===== src/rtl/snp_pkg.sv =====
package snp_pkg;
  typedef enum logic [2:0] {
    ST_IDLE,
    ST_RETRY,
    ST_CALC,
    ST_DIV,
    ST_OUT
  } snp_state_e;
endpackage


===== src/rtl/snp_rebase.sv =====
module snp_rebase #(
  parameter int LINE_W = 13,
  parameter int HPIX_W = 13
) (
  input  logic                             pixel_mode,
  input  logic [LINE_W+HPIX_W-1:0]         raw,
  input  logic [HPIX_W-1:0]                htotal,
  input  logic [HPIX_W-1:0]                hsync_start,
  input  logic [LINE_W-1:0]                vtotal,
  input  logic [LINE_W-1:0]                vblank_start,
  input  logic [LINE_W-1:0]                vblank_end,
  input  logic [LINE_W-1:0]                line_offset,
  output logic signed [LINE_W+HPIX_W+1:0]  pos
);
  localparam int PW = LINE_W + HPIX_W;

  logic [PW-1:0]     vt_px, vbs_px, vbe_px, last_px, clamp_px;
  logic [HPIX_W-1:0] hskew;
  logic [PW:0]       skew_sum;
  logic [LINE_W:0]   line_sum;
  logic [PW-1:0]     u, tot, st, en;

  assign vt_px   = PW'(vtotal) * PW'(htotal);
  assign vbs_px  = PW'(vblank_start) * PW'(htotal);
  assign vbe_px  = PW'(vblank_end) * PW'(htotal);
  assign last_px = vt_px - PW'(1);
  assign hskew   = htotal - hsync_start;

  always_comb begin
    // line counter: undo the fixed lag, wrap once at frame height
    line_sum = {1'b0, raw[LINE_W-1:0]} + {1'b0, line_offset};
    if (line_sum >= {1'b0, vtotal}) line_sum = line_sum - {1'b0, vtotal};
    // pixel counter: clamp, then move line start from sync edge to active edge
    clamp_px = (raw > last_px) ? last_px : raw;
    skew_sum = {1'b0, clamp_px} + {1'b0, PW'(hskew)};
    if (skew_sum >= {1'b0, vt_px}) skew_sum = skew_sum - {1'b0, vt_px};
    if (pixel_mode) begin
      u = skew_sum[PW-1:0]; tot = vt_px; st = vbs_px; en = vbe_px;
    end else begin
      u = PW'(line_sum); tot = PW'(vtotal); st = PW'(vblank_start); en = PW'(vblank_end);
    end
    if (u >= st) pos = $signed({2'b00, u}) - $signed({2'b00, en});
    else         pos = $signed({2'b00, u}) + $signed({2'b00, tot}) - $signed({2'b00, en});
  end
endmodule


===== src/rtl/snp_divider.sv =====
module snp_divider #(
  parameter int W  = 27,
  parameter int DW = 13
) (
  input  logic          clk,
  input  logic          rst_n,
  input  logic          start,
  input  logic [W-1:0]  dividend,
  input  logic [DW-1:0] divisor,
  output logic          done,
  output logic [W-1:0]  quot,
  output logic [DW-1:0] rem
);
  localparam int CW = $clog2(W + 1);
  localparam int XW = W + DW + 1;

  logic [W-1:0]  q_r, dvd_r;
  logic [DW:0]   r_r, trial;
  logic [DW-1:0] dvs_r;
  logic [CW-1:0] cnt;
  logic          done_r;

  assign trial = {r_r[DW-1:0], q_r[W-1]};

  always_ff @(posedge clk) begin
    if (!rst_n) begin
      q_r <= '0; dvd_r <= '0; r_r <= '0; dvs_r <= '0; cnt <= '0; done_r <= 1'b0;
    end else begin
      done_r <= 1'b0;
      if (start) begin
        q_r <= dividend; dvd_r <= dividend; dvs_r <= divisor;
        r_r <= '0; cnt <= CW'(W);
      end else if (cnt != '0) begin
        if (trial >= {1'b0, dvs_r}) begin
          r_r <= trial - {1'b0, dvs_r};
          q_r <= {q_r[W-2:0], 1'b1};
        end else begin
          r_r <= trial;
          q_r <= {q_r[W-2:0], 1'b0};
        end
        cnt <= cnt - CW'(1);
        if (cnt == CW'(1)) done_r <= 1'b1;
      end
    end
  end

  assign done = done_r;
  assign quot = q_r;
  assign rem  = r_r[DW-1:0];

  AST_DIV_IDENTITY: assert property (@(posedge clk) disable iff (!rst_n)
    done |-> (XW'(q_r) * XW'(dvs_r) + XW'(r_r[DW-1:0]) == XW'(dvd_r)));
  AST_DIV_REM_BELOW: assert property (@(posedge clk) disable iff (!rst_n)
    done |-> (r_r[DW-1:0] < dvs_r));
endmodule


===== src/rtl/scanpos_normalizer.sv =====
module scanpos_normalizer #(
  parameter int LINE_W    = 13,
  parameter int HPIX_W    = 13,
  parameter int RETRY_MAX = 100
) (
  input  logic                             clk,
  input  logic                             rst_n,
  input  logic                             in_valid,
  output logic                             in_ready,
  input  logic                             in_pixel_mode,
  input  logic [LINE_W+HPIX_W-1:0]         in_raw,
  input  logic                             in_zero_retry,
  input  logic [LINE_W-1:0]                in_line_offset,
  input  logic [HPIX_W-1:0]                in_htotal,
  input  logic [HPIX_W-1:0]                in_hsync_start,
  input  logic [LINE_W-1:0]                in_vtotal,
  input  logic [LINE_W-1:0]                in_vblank_start,
  input  logic [LINE_W-1:0]                in_vblank_end,
  input  logic [LINE_W-1:0]                live_line,
  output logic                             out_valid,
  input  logic                             out_ready,
  output logic signed [LINE_W+HPIX_W+1:0]  out_vpos,
  output logic signed [HPIX_W:0]           out_hpos,
  output logic                             out_in_vblank
);
  import snp_pkg::*;

  localparam int PW = LINE_W + HPIX_W;
  localparam int SW = PW + 2;
  localparam int QW = SW - 1;
  localparam int RW = $clog2(RETRY_MAX + 1);

  snp_state_e        state;
  logic              pix_q, neg_q, vb_q;
  logic [PW-1:0]     raw_q;
  logic [LINE_W-1:0] off_q, vt_q, vbs_q, vbe_q;
  logic [HPIX_W-1:0] ht_q, hss_q;
  logic [RW-1:0]     retry_cnt;
  logic signed [SW-1:0]   vpos_q, pos, pos_mag;
  logic signed [HPIX_W:0] hpos_q;
  logic              div_start, div_done;
  logic [QW-1:0]     quot;
  logic [HPIX_W-1:0] rem;

  snp_rebase #(.LINE_W(LINE_W), .HPIX_W(HPIX_W)) u_rebase (
    .pixel_mode(pix_q), .raw(raw_q), .htotal(ht_q), .hsync_start(hss_q),
    .vtotal(vt_q), .vblank_start(vbs_q), .vblank_end(vbe_q),
    .line_offset(off_q), .pos(pos)
  );

  assign pos_mag   = pos[SW-1] ? -pos : pos;
  assign div_start = (state == ST_CALC) && pix_q;

  snp_divider #(.W(QW), .DW(HPIX_W)) u_div (
    .clk(clk), .rst_n(rst_n), .start(div_start),
    .dividend(pos_mag[QW-1:0]), .divisor(ht_q),
    .done(div_done), .quot(quot), .rem(rem)
  );

  always_ff @(posedge clk) begin
    if (!rst_n) begin
      state <= ST_IDLE; pix_q <= 1'b0; neg_q <= 1'b0; vb_q <= 1'b0;
      raw_q <= '0; off_q <= '0; vt_q <= '0; vbs_q <= '0; vbe_q <= '0;
      ht_q <= '0; hss_q <= '0; retry_cnt <= '0; vpos_q <= '0; hpos_q <= '0;
    end else begin
      unique case (state)
        ST_IDLE: if (in_valid) begin
          pix_q <= in_pixel_mode; raw_q <= in_raw; off_q <= in_line_offset;
          ht_q <= in_htotal; hss_q <= in_hsync_start; vt_q <= in_vtotal;
          vbs_q <= in_vblank_start; vbe_q <= in_vblank_end; retry_cnt <= '0;
          state <= (!in_pixel_mode && in_zero_retry && in_raw[LINE_W-1:0] == '0)
                   ? ST_RETRY : ST_CALC;
        end
        ST_RETRY: begin
          if (live_line != '0) begin
            raw_q <= PW'(live_line);
            state <= ST_CALC;
          end else if (retry_cnt == RW'(RETRY_MAX - 1)) begin
            state <= ST_CALC;
          end else begin
            retry_cnt <= retry_cnt + RW'(1);
          end
        end
        ST_CALC: begin
          if (pix_q) begin
            neg_q <= pos[SW-1];
            state <= ST_DIV;
          end else begin
            vpos_q <= pos; hpos_q <= '0; vb_q <= pos[SW-1];
            state  <= ST_OUT;
          end
        end
        ST_DIV: if (div_done) begin
          vpos_q <= neg_q ? -$signed({1'b0, quot}) : $signed({1'b0, quot});
          hpos_q <= neg_q ? -$signed({1'b0, rem})  : $signed({1'b0, rem});
          vb_q   <= neg_q && (quot != '0);
          state  <= ST_OUT;
        end
        ST_OUT: if (out_ready) state <= ST_IDLE;
        default: state <= ST_IDLE;
      endcase
    end
  end

  assign in_ready      = (state == ST_IDLE);
  assign out_valid     = (state == ST_OUT);
  assign out_vpos      = vpos_q;
  assign out_hpos      = hpos_q;
  assign out_in_vblank = vb_q;

  AST_IDLE_NO_RESULT: assert property (@(posedge clk) disable iff (!rst_n)
    in_ready |-> !out_valid);
  AST_RESULT_HELD: assert property (@(posedge clk) disable iff (!rst_n)
    (out_valid && !out_ready) |=> (out_valid && $stable(out_vpos) && $stable(out_hpos)
                                   && $stable(out_in_vblank)));
  AST_LINE_HPOS_ZERO: assert property (@(posedge clk) disable iff (!rst_n)
    (out_valid && !pix_q) |-> (out_hpos == '0));
  AST_PIXEL_HPOS_RANGE: assert property (@(posedge clk) disable iff (!rst_n)
    (out_valid && pix_q) |-> ((out_hpos < $signed({1'b0, ht_q}))
                              && (-out_hpos < $signed({1'b0, ht_q}))));
  AST_VBLANK_SIGN: assert property (@(posedge clk) disable iff (!rst_n)
    out_valid |-> (out_in_vblank == out_vpos[SW-1]));
  AST_RETRY_BOUND: assert property (@(posedge clk) disable iff (!rst_n)
    (state == ST_RETRY) |-> (retry_cnt < RW'(RETRY_MAX)));
endmodule


===== config.mk =====
export PLATFORM = sky130hd
export DESIGN_NAME = scanpos_normalizer
export DESIGN_NICKNAME = d
export VERILOG_FILES = /design/src/rtl/snp_pkg.sv /design/src/rtl/snp_rebase.sv /design/src/rtl/snp_divider.sv /design/src/rtl/scanpos_normalizer.sv
export SDC_FILE = /design/constraint.sdc
export NUM_CORES = 2
export LEC_CHECK = 0
export ABC_AREA = 1
export BUFFER_PORTS_ARGS = -buffer_cell sky130_fd_sc_hd__buf_2
export CAP_MARGIN = 15
export CORE_MARGIN = 2
export CORE_UTILIZATION = 45
export DETAILED_ROUTE_END_ITERATION = 10
export GPL_TIMING_DRIVEN = 0
export PLACE_DENSITY = 0.58
export SETUP_SLACK_MARGIN = 0.2
export SYNTH_ARGS = -nofsm -noshare
export SYNTH_HDL_FRONTEND = slang
export SYNTH_HIERARCHICAL = 1
export SYNTH_SLANG_ARGS = --single-unit

===== constraint.sdc =====
create_clock -name clk -period 23 [get_ports clk]
set_input_delay 1.15 -clock clk [delete_from_list [all_inputs] [get_ports clk]]
set_output_delay 1.15 -clock clk [all_outputs]
set_load 0.05 [all_outputs]

==> summary.txt <==
CTS
  • Clock Path Buffers: 3
  • Worst skew pair latency: around 590 ps
  • Clock transition at the registers of the reported paths: roughly 60 ps
  • CTS tree: built
  • CTS Buf Count: 27
  • CTS Root Buffer Type: clkbuf_16
  • Clock Sinks: 218
  • H-tree lvl count: 1
  • Post-cts sizing count: 0
  • Post-CTS Setup Repair Bufs: 0
  • Hold_buf cts: 0

Routing
  • Final WL: 144.3 mm
  • Via count: between 30000 and 40000
  • Post-DR wirelength/cell: between 15 and 20 um
  • Via-to-Cell Ratio: around 5.3
  • DR iter-0 viols: roughly 3200
  • DR pass1 iterations: 7
  • DRC Markers: 0
  • Routed Antenna Nets: 0

STA
  • Final Max Slew Viols: 0
  • Hold WS: 461.1 ps
  • Final TNS setup: 0 ps
  • Final Hold Viols: 0
  • Post-route clock period utilization: 0.8973
  • Final setup violation count: 0
  • Unrepaired setup endpoints after global routing: false
  • Measured slew at the worst slew-check pin: 1322 ps
  • Rel. slew slack: 0.1184
  • Fmax achieved: about 48 MHz
  • Final min period: roughly 21000 ps
  • Final setup skew: ~16 ps

Layout
  • Post-layout nets: ~7000
  • Layout area overhead: 8.276%
  • Ratio of cells with drive above 1 in the final layout: 0.07126
  • Register area: approximately 4400 um2
  • Multi-input logic area: about 29000 um2
  • Commonest cells after routing, fill and taps aside: nand2_1, inv_1, nor2_1
  • Fill cell count: 9234
  • Most common cell after layout, fill and taps aside: nand2_1

Die
  • Die width: 299.3 um
  • I/O pin count: between 150 and 200
  • Die H: approximately 300 um
  • Die footprint: ~90000 um2
  • Core Rows: approximately 110
  • Std-Cell Core Area: about 87000 um2
  • Initial Utilization: 0.4531

Logic synthesis
  • Synth Register Bits: 218
  • Synth warn: 6
  • Post-synth net total: a little under 7000
  • Post-synthesis simple-gate area fraction: 0.2628
  • Synth Area in XOR/XNOR: 0.03791
  • EDFF count, synth: 0
  • Sequential fraction of the synthesis area: 0.1112
  • Syn Std Cell Area: around 39000 um2
  • Multiplexer share of the synthesized area: 0.002550
  • Asr flop ratio synth: 0
  • Synth Instances: roughly 5900
  • Main combinational cell family by area after synthesis: adder cells
  • Ys flop type: dfxtp_1
  • Compound-cell area share of the yosys netlist: 0.1144
  • Post-synth cell types: just over 60
  • Average instance area after synthesis: about 6.7 um2
  • Post-synthesis adder-cell area fraction: 0.3337

Critical path
  • Slowest cell on crit path: clkbuf_1
  • Max stage delay on crit path: 850 ps
  • Startpoint Class: register
  • Crit. End Element: register
  • WS Path Type: register to register
  • WP data arrival: 21110 ps
  • CP max FO: 10
  • Req. time, crit path: between 20000 and 25000 ps
  • Most frequent CP cell: nand2_1

Place
  • GP Congestion: 0.9952
  • Port Buffers: about 170
  • DP HPWL: 121.6 mm

Run status
  • Outcome: completed

Global routing
  • Grt ovf: 0
  • Largest net degree at the start of global routing: 15
  • All-layer global routing usage: 0.3208
  • First-pass GRT wire length: roughly 220 mm
  • Antenna violations before repair: 7
  • Vias in the first global route: roughly 37000

Job
  • Number of max-cap violations: 0

Hold path
  • Hold Path Class: register to register
==> critical path: cells and delay by family, from the launching register on <==
family                     cells  cell delay (ps)
xor gates and xnor gates       3             1080
adders and majority gates     11             4780
and+or+nand+nor               33             4270
AOI/OAI and AO/OA             21             5520
buffers and inverters         13             3990
DFF                            1              840
==> layout make-up <==
type / instances / share of cell area
clock inverter: 15 / 0.004269
inverter: 1186 / 0.1048
timing repair buffer: 173 / 0.02079
buffer: 213 / 0.02217
antenna: 4 / 0.0002356
tap: 1155 / 0.03401
sequential: 218 / 0.1027
multi-input combinational: 4238 / 0.6939
clock buffer: 33 / 0.01714
==> metrics by stage <==
stage / utilization / std cells / setup WS [ps] / instance area (um2)
2_1_floorplan: - / 5855 / 8191 / 39250
3_3_place_gp: 0.4794 / 7176 / 3079 / 41520
3_5_place_dp: 0.4798 / 7181 / 2947 / 41560
4_1_cts: 0.4903 / 7229 / 2877 / 42470
5_1_grt: 0.4905 / 7231 / 1137 / 42480
6_report: 0.4906 / 7235 / 2363 / 42490
==> routing by layer <==
layer / vias up / share of wire / global-route usage
met3: 235 / 0.076 / 0.04617
li1: 18578 / - / -
met2: 1260 / 0.46 / 0.5263
met4: 2 / 0.037 / 0.1085
met5: - / 0.00011 / 0
met1: 18173 / 0.43 / 0.4330
==> flip-flops by register name, indices dropped and copies added, names as in the netlist, 14 cells and up <==
signal / flops
out_vpos: 28
out_hpos: 14
raw_q: 26
u_div/quot: 27
==> synth_stat cells (6+ instances only) <==
cell      instances  area share
nand3_2          23      0.0059
a22oi_1           7      0.0013
clkbuf_1        156       0.015
a21oi_1         321       0.041
nand3_1         230       0.029
buf_1            16      0.0015
xor2_1          111       0.025
nand2_4           7      0.0020
nor2_4            7      0.0020
nor2_1          492       0.047
a21oi_2           7      0.0016
o31ai_1           9      0.0017
nor3_1           29      0.0037
and2_1            6     0.00096
a31oi_1          21      0.0033
fa_1            396        0.20
inv_2            29      0.0028
or2_2            26      0.0041
a21boi_0         15      0.0029
buf_2            25      0.0032
o221ai_1         16      0.0036
o21ai_1          14      0.0018
o21ai_0         344       0.044
nand2_1        1426        0.14
ha_1            413        0.13
o21a_1            8      0.0015
buf_6             9      0.0026
nor4_1           11      0.0018
nor2_2           21      0.0033
o21bai_1         18      0.0034
o211ai_1         21      0.0040
inv_1          1155        0.11
mux2i_1          10      0.0026
nand3b_1          7      0.0013
xnor2_1          57       0.013
nand4_1          91       0.015
dfxtp_1         218        0.11
nand2_2          39      0.0062
==> worst paths after layout <==
check,start,slack [ps],to,cells past startpoint
max,ht_q[5],2360,u_div/quot[4],81
min,out_hpos[2],460,out_hpos[2],2
max reg2reg,ht_q[5],2360,u_div/quot[4],81
min reg2reg,out_hpos[2],460,out_hpos[2],2
==> cells by family (layout without fill, tap and decap cells) <==
logic type      count (synthesis)  in the layout
flops                         218            218
fa+ha+maj                     809            809
simple gates                 2428           2428
other cells                     0              4
xor+xnor                      169            169
mux                            10             10
compound gates                822            822
buf+inv                      1399           1620
Power is left out: the tool's default activity adds up to more than one toggle a clock period on the data nets, which glitch-free logic cannot reach.
